## src/rtl/line_tx_pkg.sv

```systemverilog
package line_tx_pkg;

  localparam int unsigned CHAR_W = 8;
  localparam int unsigned IDX_W  = $clog2(CHAR_W);

  // line-control bit positions
  localparam int unsigned LC_STOP  = 2;
  localparam int unsigned LC_PEN   = 3;
  localparam int unsigned LC_EVEN  = 4;
  localparam int unsigned LC_STICK = 5;
  localparam int unsigned LC_BRK   = 6;

  typedef enum logic [2:0] {
    ST_IDLE  = 3'd0,
    ST_START = 3'd1,
    ST_DATA  = 3'd2,
    ST_PAR   = 3'd3,
    ST_STOP  = 3'd4
  } tx_state_e;

  // keep only the bits of the selected word length
  function automatic logic [CHAR_W-1:0] word_mask(input logic [1:0] wls);
    return {CHAR_W{1'b1}} >> (3 - int'(wls));
  endfunction

  function automatic logic [IDX_W-1:0] last_index(input logic [1:0] wls);
    return IDX_W'(4 + int'(wls));
  endfunction

  function automatic logic parity_of(input logic [CHAR_W-1:0] bits,
                                     input logic [7:0] lc);
    logic odd_ones;
    odd_ones = ^bits;
    if (lc[LC_STICK]) return ~lc[LC_EVEN];
    return lc[LC_EVEN] ? odd_ones : ~odd_ones;
  endfunction

endpackage

```

## src/rtl/line_tx_baud.sv

```systemverilog
module line_tx_baud #(
  parameter int unsigned DIV_W = 16
) (
  input  logic             clk,
  input  logic             rst_n,
  input  logic             load,
  input  logic [DIV_W-1:0] divisor,
  input  logic             run,
  output logic             tick
);

  logic [DIV_W-1:0] div_q;
  logic [DIV_W-1:0] cnt_q;
  logic [DIV_W-1:0] div_eff;

  assign div_eff = (divisor == '0) ? DIV_W'(1) : divisor;
  assign tick    = run && (cnt_q == div_q - DIV_W'(1));

  always_ff @(posedge clk or negedge rst_n) begin
    if (!rst_n) begin
      div_q <= DIV_W'(1);
      cnt_q <= '0;
    end else if (load) begin
      div_q <= div_eff;
      cnt_q <= '0;
    end else if (!run || tick) begin
      cnt_q <= '0;
    end else begin
      cnt_q <= cnt_q + DIV_W'(1);
    end
  end

endmodule

```

## src/rtl/line_tx_hold.sv

```systemverilog
module line_tx_hold #(
  parameter int unsigned WIDTH = 8
) (
  input  logic             clk,
  input  logic             rst_n,
  input  logic             in_valid,
  output logic             in_ready,
  input  logic [WIDTH-1:0] in_data,
  input  logic             take,
  output logic             full,
  output logic [WIDTH-1:0] data
);

  logic             full_q;
  logic [WIDTH-1:0] data_q;
  logic             accept;

  assign in_ready = !full_q;
  assign accept   = in_valid && !full_q;
  assign full     = full_q;
  assign data     = data_q;

  always_ff @(posedge clk or negedge rst_n) begin
    if (!rst_n) begin
      full_q <= 1'b0;
      data_q <= '0;
    end else begin
      if (accept) begin
        full_q <= 1'b1;
        data_q <= in_data;
      end else if (take) begin
        full_q <= 1'b0;
      end
    end
  end

endmodule

```

## src/rtl/line_tx_fsm.sv

```systemverilog
module line_tx_fsm
  import line_tx_pkg::*;
#(
  parameter int unsigned OVERSAMPLE = 16
) (
  input  logic              clk,
  input  logic              rst_n,
  input  logic              hold_full,
  input  logic [CHAR_W-1:0] hold_data,
  input  logic [7:0]        line_ctl,
  input  logic              tick,
  output logic              take,
  output logic              busy,
  output logic              txd
);

  localparam int unsigned SUB_W = $clog2(2 * OVERSAMPLE);
  localparam logic [SUB_W-1:0] LAST_ONE  = SUB_W'(OVERSAMPLE - 1);
  localparam logic [SUB_W-1:0] LAST_ONEH = SUB_W'(OVERSAMPLE + OVERSAMPLE / 2 - 1);
  localparam logic [SUB_W-1:0] LAST_TWO  = SUB_W'(2 * OVERSAMPLE - 1);

  tx_state_e         state_q, state_d;
  logic [CHAR_W-1:0] shreg_q;
  logic [IDX_W-1:0]  idx_q;
  logic [SUB_W-1:0]  sub_q;
  logic [IDX_W-1:0]  last_idx_q;
  logic              par_en_q;
  logic              par_q;
  logic [SUB_W-1:0]  stop_last_q;

  logic [SUB_W-1:0]  seg_last;
  logic              seg_end;
  logic [CHAR_W-1:0] masked;
  logic [SUB_W-1:0]  stop_last_d;

  assign seg_last = (state_q == ST_STOP) ? stop_last_q : LAST_ONE;
  assign seg_end  = tick && (sub_q == seg_last);
  assign take     = hold_full &&
                    ((state_q == ST_IDLE) || (state_q == ST_STOP && seg_end));
  assign busy     = (state_q != ST_IDLE);
  assign masked   = hold_data & word_mask(line_ctl[1:0]);

  always_comb begin
    if (!line_ctl[LC_STOP])          stop_last_d = LAST_ONE;
    else if (line_ctl[1:0] == 2'd0)  stop_last_d = LAST_ONEH;
    else                             stop_last_d = LAST_TWO;
  end

  always_comb begin
    state_d = state_q;
    unique case (state_q)
      ST_IDLE:  if (take) state_d = ST_START;
      ST_START: if (seg_end) state_d = ST_DATA;
      ST_DATA:  if (seg_end && idx_q == last_idx_q)
                  state_d = par_en_q ? ST_PAR : ST_STOP;
      ST_PAR:   if (seg_end) state_d = ST_STOP;
      ST_STOP:  if (seg_end) state_d = take ? ST_START : ST_IDLE;
      default:  state_d = ST_IDLE;
    endcase
  end

  always_ff @(posedge clk or negedge rst_n) begin
    if (!rst_n) begin
      state_q     <= ST_IDLE;
      shreg_q     <= '0;
      idx_q       <= '0;
      sub_q       <= '0;
      last_idx_q  <= '0;
      par_en_q    <= 1'b0;
      par_q       <= 1'b0;
      stop_last_q <= LAST_ONE;
    end else begin
      state_q <= state_d;
      if (take) begin
        shreg_q     <= masked;
        idx_q       <= '0;
        sub_q       <= '0;
        last_idx_q  <= last_index(line_ctl[1:0]);
        par_en_q    <= line_ctl[LC_PEN];
        par_q       <= parity_of(masked, line_ctl);
        stop_last_q <= stop_last_d;
      end else if (seg_end) begin
        sub_q <= '0;
        if (state_q == ST_DATA) begin
          shreg_q <= shreg_q >> 1;
          idx_q   <= idx_q + IDX_W'(1);
        end
      end else if (tick) begin
        sub_q <= sub_q + SUB_W'(1);
      end
    end
  end

  always_comb begin
    if (line_ctl[LC_BRK]) begin
      txd = 1'b0;
    end else begin
      unique case (state_q)
        ST_START: txd = 1'b0;
        ST_DATA:  txd = shreg_q[0];
        ST_PAR:   txd = par_q;
        default:  txd = 1'b1;
      endcase
    end
  end

endmodule

```

## src/rtl/line_tx.sv

```systemverilog
module line_tx
  import line_tx_pkg::*;
#(
  parameter int unsigned DIV_W      = 16,
  parameter int unsigned OVERSAMPLE = 16
) (
  input  logic              clk,
  input  logic              rst_n,
  input  logic              wr_valid,
  output logic              wr_ready,
  input  logic [CHAR_W-1:0] wr_data,
  input  logic [7:0]        line_ctl,
  input  logic [DIV_W-1:0]  divisor,
  output logic              hold_empty,
  output logic              tx_empty,
  output logic              txd
);

  logic              hold_full;
  logic [CHAR_W-1:0] hold_data;
  logic              take;
  logic              busy;
  logic              tick;

  line_tx_hold #(.WIDTH(CHAR_W)) u_hold (
    .clk      (clk),
    .rst_n    (rst_n),
    .in_valid (wr_valid),
    .in_ready (wr_ready),
    .in_data  (wr_data),
    .take     (take),
    .full     (hold_full),
    .data     (hold_data)
  );

  line_tx_baud #(.DIV_W(DIV_W)) u_baud (
    .clk     (clk),
    .rst_n   (rst_n),
    .load    (take),
    .divisor (divisor),
    .run     (busy),
    .tick    (tick)
  );

  line_tx_fsm #(.OVERSAMPLE(OVERSAMPLE)) u_fsm (
    .clk       (clk),
    .rst_n     (rst_n),
    .hold_full (hold_full),
    .hold_data (hold_data),
    .line_ctl  (line_ctl),
    .tick      (tick),
    .take      (take),
    .busy      (busy),
    .txd       (txd)
  );

  assign hold_empty = !hold_full;
  assign tx_empty   = !hold_full && !busy;

endmodule

```

## config.mk

```make
export PLATFORM = sky130hd
export DESIGN_NAME = line_tx
export DESIGN_NICKNAME = d
export VERILOG_FILES = /design/src/rtl/line_tx_pkg.sv /design/src/rtl/line_tx_baud.sv /design/src/rtl/line_tx_hold.sv /design/src/rtl/line_tx_fsm.sv /design/src/rtl/line_tx.sv
export SDC_FILE = /design/constraint.sdc
export NUM_CORES = 1
export LEC_CHECK = 0
export BUFFER_PORTS_ARGS = -buffer_cell sky130_fd_sc_hd__buf_2
export CAP_MARGIN = 20
export CORE_MARGIN = 2
export CORE_UTILIZATION = 30
export CTS_BUF_LIST = sky130_fd_sc_hd__clkbuf_2 sky130_fd_sc_hd__clkbuf_4 sky130_fd_sc_hd__clkbuf_8
export CTS_CLUSTER_SIZE = 20
export DETAILED_ROUTE_END_ITERATION = 10
export PLACE_DENSITY = 0.46
export SLEW_MARGIN = 20
export SYNTH_ARGS = -nofsm -noshare
export SYNTH_HDL_FRONTEND = slang
export SYNTH_HIERARCHICAL = 1
export SYNTH_SLANG_ARGS = --single-unit
```

## constraint.sdc

```tcl
create_clock -name clk -period 12.45 [get_ports clk]
set_input_delay 1.8675 -clock clk [delete_from_list [all_inputs] [get_ports clk]]
set_output_delay 1.8675 -clock clk [all_outputs]
set_load 0.01 [all_outputs]
```

After elaboration in Yosys (flattened, before gate mapping)
Cells that the tools add are included.

Reduce and logical (&&, ||, !) cells: 22. Bitwise operators: 3. Muxes and demuxes: 32. Add/sub/neg operators: 6. Shift-type cells: 1. Equal/unequal tests: 12.

Operators with widths (count): two-way mux 16 bit (3); right shift 8 x 32 -> 8 bit (first input constant) (1); two-way mux 3 bit (9); two-way mux 5 bit (5); two-way mux 8 bit (3); adder 16 x 1 -> 16 bit (second input constant) (1); == test 16 bit (1); logical NOT 16 bit (1); subtractor 16 x 1 -> 16 bit (second input constant) (1); one-hot mux 3 bit (5 select lines) (1); != test 2 x 1 -> 1 bit (second input constant) (5); two-way mux 1 bit (9); bitwise AND 8 bit (1); XOR reduction 8 bit (1); logical AND 1 bit (7); == test 3 x 2 -> 1 bit (second input constant) (2); nonzero test 2 bit (3); nonzero test 3 bit (2); adder 5 x 1 -> 5 bit (second input constant) (1); == test 5 bit (1); AND reduction 5 bit (1); two-way mux 4 bit (1); adder 3 x 1 -> 3 bit (second input constant) (1); adder 3 x 2 -> 3 bit (first input constant) (1); 11 further kinds (14).

Bits of input ports: 35. Register bits after elaboration: 70. Output and inout bits: 4.

Depth between registers and ports, before layout
Depth in word-level cells: 10. Depth in mapped cells: 19. Depth with buffers taken out: 14.

Modules after synthesis
Netlist, hierarchy kept.

Modules (own cells, without submodules): line_tx_baud (seq. area each 802.0 um2, cells each 216, times used 1, area an instance 1995.7 um2); line_tx_fsm (seq. area each 651.9 um2, cells each 157, times used 1, area an instance 1594.0 um2); line_tx_hold (seq. area each 225.2 um2, cells each 21, times used 1, area an instance 374.1 um2); line_tx (seq. area each 0.0 um2, cells each 2, times used 1, area an instance 7.5 um2).

Worst setup path before layout
Ideal clock, no wire load.

Path type: register -> register. From: reg u_baud.div_q[0]. To: reg u_baud.div_q[4]. Path buffers: 5. Stages on the path, launching flop included: 18. Slack: 7.725 ns. Required time: 12.325 ns. Arrival time: 4.601 ns. Setup time: 0.125 ns. Cells stage by stage: dfstp_2 > inv_1 > ha_1 > or4b_4 > nor3_1 > or4_1 > or4_4 > nor4_4 > and2_1 > buf_2 > and3_1 > buf_4 > nand4_1 > o22ai_2 > buf_2 > clkbuf_1 > clkbuf_1 > mux2_2.

Longest elaborated chain between the ends: 7.

RTL lines: start, declared (RTL line line_tx_baud.sv:12) `logic [DIV_W-1:0] div_q;`; start signal, assigned (RTL line line_tx_baud.sv:24) `div_q <= div_eff;`; subtractor 16 x 1 -> 16 bit (RTL line line_tx_baud.sv:17) `assign tick = run && (cnt_q == div_q - DIV_W'(1));`; == test 16 bit (RTL line line_tx_baud.sv:17); logical AND 1 bit (RTL line line_tx_baud.sv:17); via tick (RTL line line_tx.sv:23) `logic tick;`; logical AND 1 bit (RTL line line_tx_fsm.sv:37) `assign seg_end = tick && (sub_q == seg_last);`; logical AND 1 bit (RTL line line_tx_fsm.sv:39) `((state_q == ST_IDLE) || (state_q == ST_STOP && seg_end));`; logical OR 1 bit (RTL line line_tx_fsm.sv:39); logical AND 1 bit (RTL line line_tx_fsm.sv:38) `assign take = hold_full &&`; via take (RTL line line_tx.sv:21) `logic take;`.

The timed path passes the listed nets, and every way through them passes these cells. A chain may end at the register's enable or synchronous reset.

Worst setup path in the final report
From: reg u_baud.div_q[0]. To: reg u_baud.cnt_q[0].

Longest elaborated chain between the ends: 8.

RTL lines: subtractor 16 x 1 -> 16 bit (RTL line line_tx_baud.sv:17); == test 16 bit (RTL line line_tx_baud.sv:17); logical AND 1 bit (RTL line line_tx_baud.sv:17); via tick (RTL line line_tx.sv:23); logical AND 1 bit (RTL line line_tx_fsm.sv:37); logical AND 1 bit (RTL line line_tx_fsm.sv:39); logical OR 1 bit (RTL line line_tx_fsm.sv:39); logical AND 1 bit (RTL line line_tx_fsm.sv:38); via take (RTL line line_tx.sv:21); two-way mux 16 bit (RTL line line_tx_baud.sv:23) `end else if (load) begin`; end signal, assigned (RTL line line_tx_baud.sv:29) `cnt_q <= cnt_q + DIV_W'(1);`; end, declared (RTL line line_tx_baud.sv:13) `logic [DIV_W-1:0] cnt_q;`.

The timed path passes the listed nets, and every way through them passes these cells.

==> metrics.cfg <==
[drt]
num_vias=2919
dr.first_iter.drc_count=143
first_pass_iters=4
drc_errors=0
avgRoutedWirePerCell_um=13.9
routed_wl_um=8400
detail-route-antenna-nets=0
viasPerCell=4.82

[critical_path]
critPathBufInv=2
cpLargestDelayFamily=simple AND/OR/NAND/NOR gates
required_ps=12650
startpoint=u_baud/div_q[0]
reg2reg_slack_ps=6750
worstPathMaxFanout=31
slowest_delay_ps=790
r2r-start=u_baud/div_q[0]
rr_endpoint=u_baud/cnt_q[0]
critPathArrivalTime_ps=5900
worst_setup_path_start_kind=flop
worst_r2r_path_depth=14
path_cells=inv_1, ha_1, or4b_4, nor3_1, or4_1, or4_4, nor4_4, and2_1, and3_1, nand4_1, o22ai_4, buf_4, nor2b_2, nor3b_1
slowest_stage=nor4_4
end_kind=flop
worstSetupPathType=reg2reg

[die]
die_x_um=119
coreArea_mm2=0.0131
start_util=0.303
pin_count=39
rows=42
dieArea_mm2=0.0142
die_h_um=119

[cells_and_area]
final_area_mm2=0.00453
finalNonFillerCells=606
final_util=0.347
final_nets=464
final_cell_mix=dfrtp_1 (65), nor2_1 (37), buf_2 (37), nand2_1 (34), xnor2_1 (25)
areaGrowthSynthToFinish_pct=14.2
antennaDiodeCount=0
final_common_cell=dfrtp_1
drive_above_1_share=0.230

[placed_design]
hpwlAfterDp_um=5810
place.port_buffers=37
dp.cells=590
gp_congestion=0.781
placedInstanceArea_mm2=0.00428

[outcome]
status=finished, final reports clean

[clocking]
cts_buffers=9
cts_tree=built
cts.repair.resized=0
clk_latency_ps=360
clkTransAtPathRegs_ps=80
h-tree-depth=3
cts_max_path_buffers=2
cts_setup_buffers=0
ctsHoldBuffers=0
cts-root-buf=clkbuf_8
cts.sinks=67

[sta]
setup_tns_ps=0
worst_pin_slew_ps=1000
period_share=0.458
slew_violations=0
fmax_mhz=175
period_needed_ps=5700
hold_ws_ps=502
rsz0062_at_grt=no
hold_viol_final=0
slew_headroom=0.332
setup_violations=0
skew_ps=8.32

[synth]
yosysSeqAreaShare=0.423
synth_edf_count=0
synth_fp_nets=435
synth.cell_area_mm2=0.00397
ys.flop_type=dfrtp_1
yosysWarningCount=6
yosysUniqueCellTypes=65
postSynthAreaPerCell_um2=10.0
ys_ff_latch=67
async_flop_share=1.00
netlist_instances=396

[min_path]
hold_start=u_fsm/last_idx_q[2]
min_path_type=reg2reg
hold_depth=1
min_to=u_fsm/last_idx_q[2]

[pwr]
power_frac_comb=0.181
p_seq_frac=0.440
swShare=0.269
ir_drop_uv=93.0
p_clk_frac=0.379
p_switching_uw=164
p_int_uw=447
power_density_mw_per_mm2=135
p_leak_nw=1.96

[grt]
grt_pass1_vias=2866
groute.usage.overall=0.129
grt_pass1_wl_um=14500
gr-total-overflow=0
grt_antenna_before_repair=0
grt_max_degree=68

[job]
cap_violations=0

-- per-layer routing --
metal | GRT usage | part of all wire | up-vias | routed length [um]
met5 | 0 | 0 | - | 0
met4 | 0.0536 | 0.016 | 0 | 136
met2 | 0.204 | 0.46 | 45 | 3860
li1 | - | - | 1456 | -
met1 | 0.172 | 0.50 | 1406 | 4170
met3 | 0.0244 | 0.027 | 12 | 229
-- how the worst max path moves through the flow --
stage	end	depth (start not counted)	slack, ps
after floorplan	u_baud/div_q[4]	17	7720
after global placement	u_baud/cnt_q[0]	14	6620
after detailed placement	u_baud/cnt_q[0]	14	6520
after CTS	u_baud/cnt_q[0]	14	6490
after global routing	u_baud/cnt_q[0]	14	6380
final	u_baud/cnt_q[0]	14	6750
-- power groups by stage --
| stage | clock network (mW) | logic [mW] | registers [mW] |
|---|---|---|---|
| 2_1_floorplan | 0 | 0.0940 | 0.261 |
| 3_3_place_gp | 0 | 0.111 | 0.274 |
| 3_5_place_dp | 0 | 0.112 | 0.274 |
| 4_1_cts | 0.240 | 0.113 | 0.270 |
| 5_1_grt | 0.247 | 0.121 | 0.274 |
| 6_report | 0.231 | 0.110 | 0.269 |
-- synthesized netlist by cell type (all sizes together) (3+ instances only) --
cell type | instances | area share
dfrtp | 65 | 0.41
nor2 | 37 | 0.035
nand2 | 34 | 0.032
xnor2 | 27 | 0.066
mux2 | 24 | 0.076
o21ai | 20 | 0.026
xor2 | 18 | 0.040
nand3 | 14 | 0.018
a21oi | 12 | 0.015
inv | 12 | 0.011
clkbuf | 11 | 0.011
buf | 10 | 0.019
nand4 | 10 | 0.016
mux2i | 9 | 0.023
nor4 | 9 | 0.018
nor3 | 8 | 0.010
nor2b | 7 | 0.011
nand2b | 6 | 0.0095
nor4b | 5 | 0.015
and3 | 4 | 0.0063
ha | 4 | 0.013
nor3b | 4 | 0.0076
a31oi | 3 | 0.0047
and3b | 3 | 0.0069
or2 | 3 | 0.0047
or3 | 3 | 0.0047
-- logic make-up after synthesis --
group                    synth area share
buffers and inverters              0.0410
AND/OR/NAND/NOR                     0.222
AO/OA/AOI/OAI                      0.0914
multiplexers                       0.0983
adder cells (fa/ha/maj)            0.0126
XOR/XNOR                            0.112
flip-flops                          0.423
-- state kept, by name, indices dropped and copies added (netlist names) --
name	cells
u_baud/cnt_q	16
u_baud/div_q	16
u_fsm/shreg_q	8
u_hold/data	8
u_fsm/sub_q	5
u_fsm/idx_q	3
u_fsm/last_idx_q	3
u_fsm/state_q	3
u_fsm/stop_last_q	2
u_fsm/par_en_q	1
u_fsm/par_q	1
u_hold/full	1
-- area by class of cell --
class	count	area [um^2]
multi-input combinational	296	2140
tap	176	220
fill	1361	8550
clock buffer	10	138
timing repair buffer	39	200
clock inverter	6	113
sequential	67	1680
inverter	12	45.0
-- through the flow --
stage          setup slack, ps  power [mW]
5_1_grt                   6380       0.642
4_1_cts                   6490       0.622
6_report                  6750       0.611
3_3_place_gp              6620       0.385
3_5_place_dp              6520       0.386
2_1_floorplan             7720       0.355
(Power assumes the default switching activity.)
